==> src/rtl/opBypassPkg.sv <==
package opBypassPkg;

  // Operand source encoding; decoded by the neighbouring execute stage.
  typedef enum logic [1:0] {
    SRC_RF  = 2'd0,
    SRC_EX  = 2'd1,
    SRC_MEM = 2'd2
  } srcSel_e;

  // Strobes from the hazard control to the operand datapath.
  typedef struct packed {
    srcSel_e [1:0] sel;
    logic          bubble;
  } bypCtrl_s;

endpackage

==> src/rtl/hazCtrl.sv <==
module hazCtrl
  import opBypassPkg::*;
#(
  parameter int IDX_W  = 5,
  parameter bit FWD_EN = 1'b1
) (
  input  logic [1:0][IDX_W-1:0] srcIdx,
  input  logic [IDX_W-1:0]      exDst,
  input  logic                  exWe,
  input  logic                  exIsLoad,
  input  logic [IDX_W-1:0]      memDst,
  input  logic                  memWe,
  output bypCtrl_s              ctrl,
  output logic                  stall
);

  localparam int LANES = 2;

  logic    [LANES-1:0] hitEx;
  logic    [LANES-1:0] hitMem;
  srcSel_e [LANES-1:0] laneSel;

  for (genvar g = 0; g < LANES; g++) begin : gLane
    assign hitEx[g]  = exWe  && (exDst  != '0) && (exDst  == srcIdx[g]);
    assign hitMem[g] = memWe && (memDst != '0) && (memDst == srcIdx[g]);

    if (FWD_EN) begin : gFwd
      // The younger producer (execute) outranks memory access.
      assign laneSel[g] = hitEx[g] ? SRC_EX : (hitMem[g] ? SRC_MEM : SRC_RF);
    end else begin : gNoFwd
      assign laneSel[g] = SRC_RF;
    end
  end

  if (FWD_EN) begin : gStallFwd
    assign stall = exIsLoad && (|hitEx);
  end else begin : gStallNoFwd
    assign stall = (|hitEx) || (|hitMem);
  end

  assign ctrl.sel    = laneSel;
  assign ctrl.bubble = stall;

endmodule

==> src/rtl/opDatapath.sv <==
module opDatapath
  import opBypassPkg::*;
#(
  parameter int DATA_W  = 32,
  parameter int REG_CNT = 32,
  parameter int IDX_W   = 5
) (
  input  logic                   clk,
  input  logic                   rstN,
  input  logic [1:0][IDX_W-1:0]  srcIdx,
  input  bypCtrl_s               ctrl,
  input  logic [DATA_W-1:0]      exResult,
  input  logic [DATA_W-1:0]      memResult,
  input  logic [IDX_W-1:0]       wbDst,
  input  logic                   wbWe,
  input  logic [DATA_W-1:0]      wbData,
  output logic [1:0][DATA_W-1:0] opOut
);

  localparam int LANES = 2;

  logic [DATA_W-1:0] regs [REG_CNT];

  always_ff @(posedge clk or negedge rstN) begin
    if (!rstN) begin
      for (int i = 0; i < REG_CNT; i++) regs[i] <= '0;
    end else if (wbWe && (wbDst != '0)) begin
      regs[wbDst] <= wbData;
    end
  end

  for (genvar g = 0; g < LANES; g++) begin : gLane
    logic [DATA_W-1:0] rfVal;
    logic [DATA_W-1:0] pick;
    logic [DATA_W-1:0] opReg;

    always_comb begin
      if (srcIdx[g] == '0)
        rfVal = '0;
      else if (wbWe && (wbDst == srcIdx[g]))
        rfVal = wbData;            // write-before-read pass-through
      else
        rfVal = regs[srcIdx[g]];

      unique case (ctrl.sel[g])
        SRC_EX:  pick = exResult;
        SRC_MEM: pick = memResult;
        default: pick = rfVal;
      endcase
    end

    always_ff @(posedge clk or negedge rstN) begin
      if (!rstN)            opReg <= '0;
      else if (ctrl.bubble) opReg <= '0;
      else                  opReg <= pick;
    end

    assign opOut[g] = opReg;
  end

endmodule

==> src/rtl/opBypass.sv <==
module opBypass
  import opBypassPkg::*;
#(
  parameter int DATA_W  = 32,
  parameter int REG_CNT = 32,
  parameter bit FWD_EN  = 1'b1,
  localparam int IDX_W  = $clog2(REG_CNT)
) (
  input  logic              clk,
  input  logic              rstN,
  input  logic [IDX_W-1:0]  decSrcA,
  input  logic [IDX_W-1:0]  decSrcB,
  input  logic [IDX_W-1:0]  exDst,
  input  logic              exWe,
  input  logic              exIsLoad,
  input  logic [DATA_W-1:0] exResult,
  input  logic [IDX_W-1:0]  memDst,
  input  logic              memWe,
  input  logic [DATA_W-1:0] memResult,
  input  logic [IDX_W-1:0]  wbDst,
  input  logic              wbWe,
  input  logic [DATA_W-1:0] wbData,
  output logic [1:0]        selA,
  output logic [1:0]        selB,
  output logic              stall,
  output logic              bubble,
  output logic [DATA_W-1:0] aluOpA,
  output logic [DATA_W-1:0] aluOpB
);

  logic [1:0][IDX_W-1:0]  srcIdx;
  logic [1:0][DATA_W-1:0] opOut;
  bypCtrl_s               ctrl;

  assign srcIdx = {decSrcB, decSrcA};

  hazCtrl #(
    .IDX_W (IDX_W),
    .FWD_EN(FWD_EN)
  ) u_ctrl (
    .srcIdx  (srcIdx),
    .exDst   (exDst),
    .exWe    (exWe),
    .exIsLoad(exIsLoad),
    .memDst  (memDst),
    .memWe   (memWe),
    .ctrl    (ctrl),
    .stall   (stall)
  );

  opDatapath #(
    .DATA_W (DATA_W),
    .REG_CNT(REG_CNT),
    .IDX_W  (IDX_W)
  ) u_dp (
    .clk      (clk),
    .rstN     (rstN),
    .srcIdx   (srcIdx),
    .ctrl     (ctrl),
    .exResult (exResult),
    .memResult(memResult),
    .wbDst    (wbDst),
    .wbWe     (wbWe),
    .wbData   (wbData),
    .opOut    (opOut)
  );

  assign selA   = ctrl.sel[0];
  assign selB   = ctrl.sel[1];
  assign bubble = ctrl.bubble;
  assign aluOpA = opOut[0];
  assign aluOpB = opOut[1];

endmodule

==> config.mk <==
export PLATFORM = sky130hd
export DESIGN_NAME = opBypass
export DESIGN_NICKNAME = d
export VERILOG_FILES = /design/src/rtl/opBypassPkg.sv /design/src/rtl/hazCtrl.sv /design/src/rtl/opDatapath.sv /design/src/rtl/opBypass.sv
export SDC_FILE = /design/constraint.sdc
export NUM_CORES = 2
export LEC_CHECK = 0
export ABC_AREA = 0
export BUFFER_PORTS_ARGS = -buffer_cell sky130_fd_sc_hd__buf_4
export CAP_MARGIN = 15
export CORE_UTILIZATION = 30
export DETAILED_ROUTE_END_ITERATION = 7
export PLACE_DENSITY = 0.41
export SLEW_MARGIN = 20
export SYNTH_ARGS = -nofsm -noshare
export SYNTH_HDL_FRONTEND = slang
export SYNTH_HIERARCHICAL = 1
export SYNTH_SLANG_ARGS = --single-unit
==> constraint.sdc <==
create_clock -name clk -period 2.2 [get_ports clk]
set_input_delay 0.33 -clock clk [delete_from_list [all_inputs] [get_ports clk]]
set_output_delay 0.33 -clock clk [all_outputs]
set_load 0.02 [all_outputs]
==> metrics.md <==
| Metric | Value |
|---|---|
| Status | `finished clean` |
| Mux contribution to synthesized area | `0.414` |
| Worst VDD drop | `0.000715 V` |
| Starting Density | `0.303` |
| Critical path cell sequence | `buf_4 -> or4_1 -> o21ai_1 -> or4_4 -> nor4_4 -> buf_4 -> buf_6` |
| Clock latency on the worst-skew pair | `0.79 ns` |
| CTS tree | `built` |
| Worst Max-Slew Pin Slew | `0.834 ns` |
| CTS max path bufs | `3` |
| Drc violations | `0` |
| Largest family of logic cells by synthesized area | `multiplexers` |
| CTS H-tree depth | `4` |
| Count leader, synth | `dfrtp_1` |
| CTS buffer count | `136` |
| Avg WL per Cell | `35.8 um` |
| Synth cell count leaders | `dfrtp_1, mux2_2, mux4_2, clkbuf_1, mux2i_1` |
| Largest cells by area after synthesis | `dfrtp_1, mux2_2, mux4_2` |
| #FFs+latches synth | `1088` |
| CP max FO | `3` |
| Critical Path RT | `1.87 ns` |
| Leakage | `0.0314 uW` |
| CP bufs+invs | `3` |
| Sequential element share of the synthesized area | `0.466` |
| Dpl hpwl | `172000 um` |
| I/O Buffers | `196` |
| Cells after Synth | `3925` |
| Placed cell count | `6708` |
| Cell accounting for the most synthesized area | `dfrtp_1` |
| Final hold vios | `0` |
| Core area | `0.193 mm2` |
| Post-synthesis xor/xnor area fraction | `0.00450` |
| Syn Std Cell Area | `0.0584 mm2` |
| Die Width | `443 um` |
| Int Power | `45200 uW` |
| Clk_skew | `0.0283 ns` |
| Initial DRT Pass Iterations | `7` |
| Max_cap viols | `0` |
| Met3 WL post-DR | `10800 um` |
| Metal2 WL | `122000 um` |
| Sw Ratio | `0.290` |
| Via count | `39.8k` |
| Sink Count | `1088` |
| Synth warnings | `6` |
| Fin crit share | `0.982` |
| Worst-path clk slew | `0.05 ns` |
| Starting DRT DRC Count | `3169` |
| Post-synthesis adder-cell area fraction | `0.000857` |
| Post-synth ARST share | `1.00` |
| Vias in the first global route | `41.4k` |
| Max stage delay cell, worst path | `or4_4` |
| Area Overhead vs Synth | `23.7%` |
| Clock power share | `0.355` |
| R2r setup slk | `0.07 ns` |
| Synth Area in Compound Gates | `0.0553` |
| Hold path depth | `4` |
| Layout Nets | `4497` |
| Worst hold path startpoint | `memResult[31]` |
| Slowest Stage Delay on Critical Path | `0.56 ns` |
| PwrDens | `881 mW/mm2` |
| Final setup viols | `0` |
| Remaining antenna violation count | `0` |
| FF-to-FF Start | `u_dp/regs[791]$_DFFE_PN0P_` |
| Fillers | `18.3k` |
| Psw | `18500 uW` |
| Fmax | `463 MHz` |
| Root buf cell | `clkbuf_16` |
| Comb power frac | `0.221` |
| Largest net degree at the start of global routing | `91` |
| WL met1 | `107000 um` |
| Type of the most critical hold path | `input port to flip-flop` |
| Rel. slew slack | `0.443` |
| Die area | `0.196 mm2` |
| Worst setup EP type | `output pin` |
| Reg-to-Reg End | `u_dp/gLane[0].opReg[23]$_DFF_PN0_` |
| Synth Area in Simple Gates | `0.0219` |
| Most used cell, CP | `buf_4` |
| Die H | `443 um` |
| DRT Wirelength | `250000 um` |
| GP Congestion | `0.884` |
| GRT Total Usage | `0.254` |
| Post-synth top flop | `dfrtp_1` |
| Unrepaired setup endpoints after global routing | `no` |
| Yosys cell types | `76` |
| Boundary Pins | `197` |
| Post-Layout Cell Count | `6997` |
| Synth top area share | `0.466` |
| Congestion Overflow GR | `0` |
| Via/cell ratio | `5.69` |
| Worst Hold End | `u_dp/gLane[1].opReg[31]$_DFF_PN0_` |
| CP top delay family | `simple AND/OR/NAND/NOR gates` |
| Sequential power share | `0.424` |
| Layout cells sized above 1 | `0.563` |
| Arrival time at the worst endpoint | `1.83 ns` |
| Max layer used | `met5` |
| # rows | `161` |
| Worst setup SP type | `input port` |
| Initial antenna violation count | `14` |
| Power Total | `63600 uW` |
| Global-route wire length before repair | `351000 um` |
| Min cycle time layout | `2.16 ns` |
| Slew Viols, Final | `0` |
| Post-synth EDFFs | `0` |
| Syn avg cell area | `14.9 um2` |
| R2R depth | `5` |
| Setup CP Type | `input port to output pin` |
| Syn nets | `4056` |
[cells in the final DEF, fill, tap and decap left out, drive strengths merged, types with 6 or more instances in the layout]
cell type	netlist	layout
nand3b	11	11
a31oi	9	9
o221ai	26	26
xor2	14	14
nand3	21	21
o22ai	34	34
inv	12	19
bufinv	0	9
mux2	1008	1008
dlygate4sd3	1	40
or2	10	10
o311ai	18	18
nor2b	13	13
nor3	11	11
a221oi	68	68
or4	7	7
buf	184	707
a21oi	63	63
nand2b	8	8
nand2	75	75
and2	7	7
clkinv	2	31
xnor2	16	16
a22o	12	12
a2bb2oi	6	6
mux4	501	501
a221o	34	34
clkbuf	258	188
mux2i	146	146
a22oi	67	67
nor2	69	69
dfrtp	1088	1088
o21ai	53	53
diode	0	8
[per-stage QoR]
stage / setup TNS, ns / instance area [um2] / hold slack (ns) / worst slack, ns / util
global route: 0 / 72200 / 0.0502 / 0.0000469 / 0.374
global placement: -44.65 / 67300 / 0.272 / -0.912 / 0.349
floorplan: -35.25 / 58900 / 0.0344 / -0.614 / -
finish: 0 / 72200 / 0.0572 / 0.0388 / 0.374
detailed placement: -44.01 / 67300 / 0.268 / -0.892 / 0.349
CTS: -0.0127 / 72100 / 0.00146 / -0.0127 / 0.374
[cell families (layout without fill, tap and decap cells)]
| group | count (synthesis) | in the layout |
|---|---|---|
| AO/OA/AOI/OAI | 431 | 431 |
| other | 0 | 8 |
| XOR/XNOR | 30 | 30 |
| AND/OR/NAND/NOR | 259 | 259 |
| multiplexers | 1655 | 1655 |
| buffers and inverters | 458 | 996 |
| adder cells (fa/ha/maj) | 4 | 4 |
| flip-flops | 1088 | 1088 |
[power by group through the flow]
stage / Combinational [uW] / Clock, uW / Sequential, uW
2_1_floorplan: 8990 / 0 / 26200
3_3_place_gp: 13900 / 0 / 27200
3_5_place_dp: 14000 / 0 / 27300
4_1_cts: 14100 / 23200 / 26900
5_1_grt: 14900 / 23900 / 27500
6_report: 14100 / 22600 / 27000
[registers in the layout, indices dropped and copies added (netlist names)]
name / flops
u_dp/regs: 1024
u_dp/gLane.opReg: 64
[worst reg2reg max path, delay by kind of cell (launching register included)]
kind | cells | cell delay, ns
muxes | 2 | 1.02
AOI/OAI and AO/OA | 2 | 0.32
DFF | 1 | 0.40
and+or+nand+nor | 1 | 0.25
[worst max-delay path by stage]
stage | from | end | cells after the start
final | memDst[3] | selA[1] | 7
after global routing | memDst[3] | u_dp/gLane[0].opReg[24]$_DFF_PN0_ | 12
after CTS | exDst[2] | selA[1] | 7
after detailed placement | memDst[2] | u_dp/gLane[0].opReg[26]$_DFF_PN0_ | 13
after global placement | memDst[2] | u_dp/gLane[0].opReg[26]$_DFF_PN0_ | 13
after floorplan | exDst[1] | u_dp/gLane[0].opReg[31]$_DFF_PN0_ | 12
[metal layers]
| layer | vias up | GRT usage |
|---|---|---|
| li1 | 16300 | - |
| met1 | 21900 | 0.337 |
| met2 | 1218 | 0.419 |
| met3 | 378 | 0.0348 |
| met4 | 4 | 0.100 |
| met5 | - | 0 |
[repair_timing]
action | in CTS | in global routing
setup buffers | 4 | 2
resized for setup | 3 | 9
setup endpoints to repair | 5 | 18
hold buffers | 40 | 0
pin swaps | 5 | 3
hold endpoints to repair | 505 | 0
[cell type report]
class / instances / area [um2] / area share
diodes: 8 / 20.0 / 0.000277
clock buffers: 188 / 3850 / 0.0534
clock inverters: 47 / 533 / 0.00738
inverters: 14 / 55.1 / 0.000762
multi-input cells: 2379 / 29600 / 0.411
flip-flops and latches: 1088 / 27200 / 0.377
well taps: 2526 / 3160 / 0.0438
repair buffers: 747 / 7720 / 0.107
(Power assumes the default switching activity.)
